$ cat config.mk
export PLATFORM = sky130hd
export DESIGN_NAME = mdio_master
export DESIGN_NICKNAME = d
export VERILOG_FILES = /design/src/rtl/mdio_pkg.sv /design/src/rtl/mdio_clkgen.sv /design/src/rtl/mdio_frame.sv /design/src/rtl/mdio_regs.sv /design/src/rtl/mdio_master.sv
export SDC_FILE = /design/constraint.sdc
export NUM_CORES = 1
export LEC_CHECK = 0
export ABC_AREA = 0
export BUFFER_PORTS_ARGS = -buffer_cell sky130_fd_sc_hd__buf_2
export CAP_MARGIN = 25
export CORE_MARGIN = 1
export CORE_UTILIZATION = 53
export CTS_BUF_LIST = sky130_fd_sc_hd__clkbuf_16
export DETAILED_ROUTE_END_ITERATION = 6
export GPL_TIMING_DRIVEN = 0
export PLACE_DENSITY = 0.87
export SYNTH_ARGS = -nofsm -noshare
export SYNTH_HDL_FRONTEND = slang
export SYNTH_SLANG_ARGS = --single-unit
$ cat constraint.sdc
create_clock -name clk -period 1.6 [get_ports clk]
set_input_delay 0.4 -clock clk [delete_from_list [all_inputs] [get_ports clk]]
set_output_delay 0.4 -clock clk [all_outputs]
set_load 0.1 [all_outputs]
$ cat src/rtl/mdio_pkg.sv
package mdio_pkg;
  localparam int ADDR_W     = 5;
  localparam int DATA_W     = 16;
  localparam int PRE_BITS   = 32;
  localparam int FRAME_BITS = 64;
  localparam int TA_IDX     = 46;            // first turnaround bit
  localparam int DATA_IDX   = TA_IDX + 2;    // first data bit
  localparam int IDX_W      = $clog2(FRAME_BITS);

  // command register field positions
  localparam int CMD_REG_LSB = 0;
  localparam int CMD_PHY_LSB = 5;
  localparam int CMD_WR_BIT  = 10;
  localparam int CMD_BUSY    = 15;

  typedef struct packed {
    logic              wr;
    logic [ADDR_W-1:0] phy;
    logic [ADDR_W-1:0] regad;
  } mdio_cmd_t;

  function automatic mdio_cmd_t decode_cmd(input logic [DATA_W-1:0] w);
    mdio_cmd_t c;
    c.wr    = w[CMD_WR_BIT];
    c.phy   = w[CMD_PHY_LSB +: ADDR_W];
    c.regad = w[CMD_REG_LSB +: ADDR_W];
    return c;
  endfunction

  // serial image of a frame, bit 63 goes out first
  function automatic logic [FRAME_BITS-1:0] build_frame(input mdio_cmd_t c,
                                                        input logic [DATA_W-1:0] wd);
    logic [1:0] op;
    logic [1:0] ta;
    logic [DATA_W-1:0] pay;
    op  = c.wr ? 2'b01 : 2'b10;
    ta  = c.wr ? 2'b10 : 2'b00;
    pay = c.wr ? wd : '0;
    return {{PRE_BITS{1'b1}}, 2'b01, op, c.phy, c.regad, ta, pay};
  endfunction

  function automatic logic [FRAME_BITS-1:0] build_oe(input mdio_cmd_t c);
    logic [FRAME_BITS-1:0] m;
    for (int i = 0; i < FRAME_BITS; i++)
      m[FRAME_BITS-1-i] = c.wr || (i < TA_IDX);
    return m;
  endfunction
endpackage

$ cat src/rtl/mdio_clkgen.sv
module mdio_clkgen #(
  parameter int MDC_DIV = 20
) (
  input  logic clk,
  input  logic rst_n,
  input  logic run,
  output logic mdc,
  output logic rise_tick,
  output logic fall_tick
);
  localparam int HALF = MDC_DIV / 2;
  localparam int CW   = (HALF > 1) ? $clog2(HALF) : 1;

  logic [CW-1:0] cnt;
  logic          at_end;

  assign at_end    = run && (cnt == CW'(HALF - 1));
  assign rise_tick = at_end && !mdc;
  assign fall_tick = at_end && mdc;

  always_ff @(posedge clk) begin
    if (!rst_n || !run) begin
      cnt <= '0;
      mdc <= 1'b0;
    end else if (at_end) begin
      cnt <= '0;
      mdc <= ~mdc;
    end else begin
      cnt <= cnt + 1'b1;
    end
  end
endmodule

$ cat src/rtl/mdio_frame.sv
module mdio_frame
  import mdio_pkg::*;
(
  input  logic              clk,
  input  logic              rst_n,
  input  logic              start,
  input  mdio_cmd_t         start_cmd,
  input  logic [DATA_W-1:0] start_wdata,
  input  logic              rise_tick,
  input  logic              fall_tick,
  input  logic              mdio_in,
  output logic              mdio_out,
  output logic              mdio_oe,
  output logic [DATA_W-1:0] rx_data,
  output logic              frame_end
);
  logic                  active;
  logic [IDX_W-1:0]      idx;
  logic [FRAME_BITS-1:0] tx_sh;
  logic [FRAME_BITS-1:0] oe_sh;

  assign frame_end = active && fall_tick && (idx == IDX_W'(FRAME_BITS - 1));
  assign mdio_out  = tx_sh[FRAME_BITS-1];
  assign mdio_oe   = oe_sh[FRAME_BITS-1];

  always_ff @(posedge clk) begin
    if (!rst_n) begin
      active <= 1'b0;
      idx    <= '0;
      tx_sh  <= '0;
      oe_sh  <= '0;
    end else if (start) begin
      active <= 1'b1;
      idx    <= '0;
      tx_sh  <= build_frame(start_cmd, start_wdata);
      oe_sh  <= build_oe(start_cmd);
    end else if (active && fall_tick) begin
      if (frame_end) begin
        active <= 1'b0;
        tx_sh  <= '0;
        oe_sh  <= '0;
      end else begin
        idx    <= idx + 1'b1;
        tx_sh  <= {tx_sh[FRAME_BITS-2:0], 1'b0};
        oe_sh  <= {oe_sh[FRAME_BITS-2:0], 1'b0};
      end
    end
  end

  always_ff @(posedge clk) begin
    if (!rst_n)
      rx_data <= '0;
    else if (active && rise_tick && (idx >= IDX_W'(DATA_IDX)))
      rx_data <= {rx_data[DATA_W-2:0], mdio_in};
  end
endmodule

$ cat src/rtl/mdio_regs.sv
module mdio_regs
  import mdio_pkg::*;
(
  input  logic              clk,
  input  logic              rst_n,
  input  logic              reg_wr,
  input  logic              reg_sel,
  input  logic [DATA_W-1:0] reg_wdata,
  input  logic              frame_end,
  input  logic [DATA_W-1:0] rx_data,
  output logic              start,
  output mdio_cmd_t         start_cmd,
  output logic              busy,
  output logic [DATA_W-1:0] cmd_q,
  output logic [DATA_W-1:0] data_q,
  output logic              done
);
  mdio_cmd_t cmd_r;

  assign start     = reg_wr && !reg_sel && !busy;
  assign start_cmd = decode_cmd(reg_wdata);

  always_comb begin
    cmd_q                               = '0;
    cmd_q[CMD_REG_LSB +: ADDR_W]        = cmd_r.regad;
    cmd_q[CMD_PHY_LSB +: ADDR_W]        = cmd_r.phy;
    cmd_q[CMD_WR_BIT]                   = cmd_r.wr;
    cmd_q[CMD_BUSY]                     = busy;
  end

  always_ff @(posedge clk) begin
    if (!rst_n) begin
      cmd_r  <= '0;
      busy   <= 1'b0;
      data_q <= '0;
      done   <= 1'b0;
    end else begin
      done <= frame_end;
      if (start) begin
        cmd_r <= start_cmd;
        busy  <= 1'b1;
      end else if (frame_end) begin
        busy  <= 1'b0;
      end
      if (reg_wr && reg_sel && !busy)
        data_q <= reg_wdata;
      else if (frame_end && !cmd_r.wr)
        data_q <= rx_data;
    end
  end
endmodule

$ cat src/rtl/mdio_master.sv
module mdio_master
  import mdio_pkg::*;
#(
  parameter int MDC_DIV = 20   // system clocks per mdc period, even
) (
  input  logic        clk,
  input  logic        rst_n,
  input  logic        reg_wr,
  input  logic        reg_sel,
  input  logic [15:0] reg_wdata,
  output logic [15:0] cmd_q,
  output logic [15:0] data_q,
  output logic        mdc,
  output logic        mdio_out,
  output logic        mdio_oe,
  input  logic        mdio_in,
  output logic        done
);
  logic              start;
  mdio_cmd_t         start_cmd;
  logic              busy;
  logic              rise_tick;
  logic              fall_tick;
  logic              frame_end;
  logic [DATA_W-1:0] rx_data;

  mdio_regs u_regs (
    .clk       (clk),
    .rst_n     (rst_n),
    .reg_wr    (reg_wr),
    .reg_sel   (reg_sel),
    .reg_wdata (reg_wdata),
    .frame_end (frame_end),
    .rx_data   (rx_data),
    .start     (start),
    .start_cmd (start_cmd),
    .busy      (busy),
    .cmd_q     (cmd_q),
    .data_q    (data_q),
    .done      (done)
  );

  mdio_clkgen #(.MDC_DIV(MDC_DIV)) u_clk (
    .clk       (clk),
    .rst_n     (rst_n),
    .run       (busy),
    .mdc       (mdc),
    .rise_tick (rise_tick),
    .fall_tick (fall_tick)
  );

  mdio_frame u_frame (
    .clk         (clk),
    .rst_n       (rst_n),
    .start       (start),
    .start_cmd   (start_cmd),
    .start_wdata (data_q),
    .rise_tick   (rise_tick),
    .fall_tick   (fall_tick),
    .mdio_in     (mdio_in),
    .mdio_out    (mdio_out),
    .mdio_oe     (mdio_oe),
    .rx_data     (rx_data),
    .frame_end   (frame_end)
  );
endmodule

==> flow_metrics.tcl <==
set metrics [dict create \
    port_buffers 52 \
    rows 42 \
    fin_skew_ps 13.0 \
    maxSlewViolCount 0 \
    setup_ws_ps -314 \
    clockRootBuffer "clkbuf_16" \
    syn-instance-count 747 \
    crit_path_max_incr_delay_ps 360 \
    violations "setup timing" \
    gp_congestion 0.859 \
    cpMaxStageDelayCell "dfxtp_2" \
    core_um2 13200 \
    path_buf_inv 3 \
    status "finished, violations left" \
    clock_sinks 185 \
    p_leak_nw 3.96 \
    nNetsFinal 886 \
    synthesis.area_um2 7170 \
    drive_gt1_share_pct 44.0 \
    tritoncts "done" \
    seqPwrFrac_pct 49.6 \
    clk_path_buf_depth 2 \
    rsz0062_at_grt "yes" \
    pin_count 57 \
    report.final.setup_viol 175 \
    path_max_fanout 8 \
    period_needed_ps 1910 \
    path_clk_slew_ps 70 \
    ys.flop_type "dfxtp_1" \
    synth_edf_count 0 \
    post-synth-top-area-fraction_pct 51.7 \
    drv_cap 0 \
    vias 7153 \
    fmax_mhz 522 \
    power_mw 10.4 \
    cp-end-kind "flop" \
    drc 0 \
    drtIter0Drc 724 \
    synth_top_area_cell "dfxtp_1" \
    routedWlPerCell_um 24.6 \
    crit_chain "inv_2, ha_4, and3b_2, o211a_4, buf_12, clkbuf_16, a221oi_2, nor2b_1" \
    dr.pass1.iters 5 \
    p_clk_share_pct 35.3 \
    fin_cells 1049 \
    drtAntennaViolNets 0 \
    period_share_pct 120 \
    ys_async_sr_fraction_pct 0 \
    synth.avg_cell_area_um2 9.59 \
    clock_latency_ps 440 \
    yosysSeqAreaShare_pct 51.7 \
    ys_seq_elements 185 \
    peakVddDrop_v 0.00109 \
    grt_max_degree 17 \
    cp.arrival_ps 2230 \
    yosys-top-cells-count "dfxtp_1, a221oi_1, nor2_1" \
    min_path_type "input pin to flop" \
    preCtsSetupSlack_ps -465 \
    combPwrFrac_pct 15.1 \
    die-area_um2 14000 \
    die_x_um 118 \
    relSlewSlack_pct 49.1 \
    synth_cell_type_count 45 \
    yosys-top-cells-area "dfxtp_1, a221oi_1, nor2_1" \
    cts_made_buffers 17 \
    h-tree-depth 4 \
    hpwlAfterDp_um 11600 \
    yosysWarnings 0 \
    p_int_mw 7.36 \
    worstMarginPinSlew_ps 763 \
    syn2layout_area_growth_pct 47.0 \
    totalWireLength_um 25800 \
    dieHeight_um 118 \
    fin_setup_tns_ps -27820 \
    worst-setup-path-type "flop to flop" \
    startpoint_type "flop" \
    grt_pass1_wl_um 33300 \
    grt-ovfl-total 0 \
    grt_pass1_vias 6445 \
    hold_ws_ps 210 \
    p_switching_mw 3.04 \
    grtUsageTotal_pct 30.1 \
    path_delay_family "compound AO/OA/AOI/OAI gates" \
    hold_viol 0 \
    avgViaCountPerCell 6.82 \
    switching_share_pct 29.2 \
    cp.required_ps 1910 \
    place_inst 978 \
    antenna_found_initial 0 \
    yosysMostFrequentCell "dfxtp_1" \
    initial_utilization_pct 54.3 \
    power_density_nw_per_um2 988 \
    reg2reg_slack_ps -310 \
]
-- state kept, by name (all words and copies together), names as in the netlist --
| signal | count |
|---|---|
| u_regs.data_q | 16 |
| u_regs.done | 1 |
| u_frame.oe_sh | 64 |
| u_regs.busy | 1 |
| u_clk.mdc | 1 |
| u_frame.tx_sh | 64 |
| u_frame.idx | 6 |
| u_clk.cnt | 4 |
| u_frame.rx_data | 16 |
| u_regs.cmd_q | 11 |
| u_frame.active | 1 |
-- worst reg2reg max path, delay by kind of cell (launching register included) --
kind | cells | cell delay, ps
AOI/OAI and AO/OA | 2 | 510
adders and majority gates | 1 | 160
buffers and inverters | 3 | 410
DFF | 1 | 360
and+or+nand+nor | 2 | 360
-- cell families (layout without fill, tap and decap cells) --
kind of cell | after synthesis | count (layout) | share of synthesized area (%)
xor+xnor | 5 | 5 | 0.611
simple gates | 220 | 220 | 15.1
buf+inv | 85 | 207 | 6.20
mux | 16 | 16 | 2.23
compound gates | 232 | 232 | 23.6
other cells | 1 | 5 | 0.0523
flops | 185 | 185 | 51.7
fa+ha+maj | 3 | 3 | 0.524
-- cell usage in the layout (no fill, tap or decap), drive strengths merged, types with 9 or more instances in the layout --
master  count
buf       133
mux2i      16
inv         9
clkbuf     59
dfxtp     185
o21ai      37
o31ai      16
a21oi      47
a221oi    119
nand2      63
nor2       83
nor2b      46
-- layer usage --
metal,share of wire [%],up-vias,global-route usage (%)
met2,47,551,49.4
met4,6.5,0,16.8
li1,-,2984,-
met3,9.0,180,7.34
met5,0,-,0
met1,37,3438,36.1
-- final timing paths --
check	startpoint	endpoint	cells past startpoint
max	u_clk.cnt[1]$_SDFF_PP0_	u_frame.oe_sh[9]$_SDFFE_PN0P_	8
min	mdio_in	u_frame.rx_data[0]$_SDFFE_PN0P_	3
max reg2reg	u_clk.cnt[1]$_SDFF_PP0_	u_frame.oe_sh[9]$_SDFFE_PN0P_	8
min reg2reg	u_regs.cmd_q[2]$_SDFFE_PN0P_	u_regs.cmd_q[2]$_SDFFE_PN0P_	2
-- per-stage QoR --
step                      instance area (µm²)  util [%]
after floorplan                          7990         -
after global placement                   8470      64.2
after detailed placement                 8470      64.2
after CTS                                9700      73.5
after global routing                    10500      79.8
final                                   10500      79.9
-- power by group through the flow --
stage | Combinational (mW) | Sequential, mW | Clock [mW]
3_5_place_dp | 1.26 | 5.18 | 0
2_1_floorplan | 0.733 | 5.45 | 0
4_1_cts | 1.35 | 5.10 | 3.56
6_report | 1.57 | 5.16 | 3.67
3_3_place_gp | 1.24 | 5.18 | 0
5_1_grt | 1.65 | 5.18 | 3.80
-- what timing repair did --
| item | 4_1_cts | 5_1_grt |
|---|---|---|
| buffers inserted | 17 | 11 |
| setup endpoints to repair | 202 | 191 |
| resized for setup | 150 | 120 |
| hold buffers | 0 | 0 |
| gates cloned | 8 | 8 |
| pin swaps | 31 | 109 |
-- layout make-up --
type	instances	area (µm²)
tap	176	220
inverter	3	11.3
sequential	185	3730
fill	593	2660
clock inverter	12	51.3
clock buffer	17	425
antenna	1	2.50
buffer	79	836
multi-input combinational	480	4320
timing repair buffer	96	937
Power figures use the tool's default switching activity.
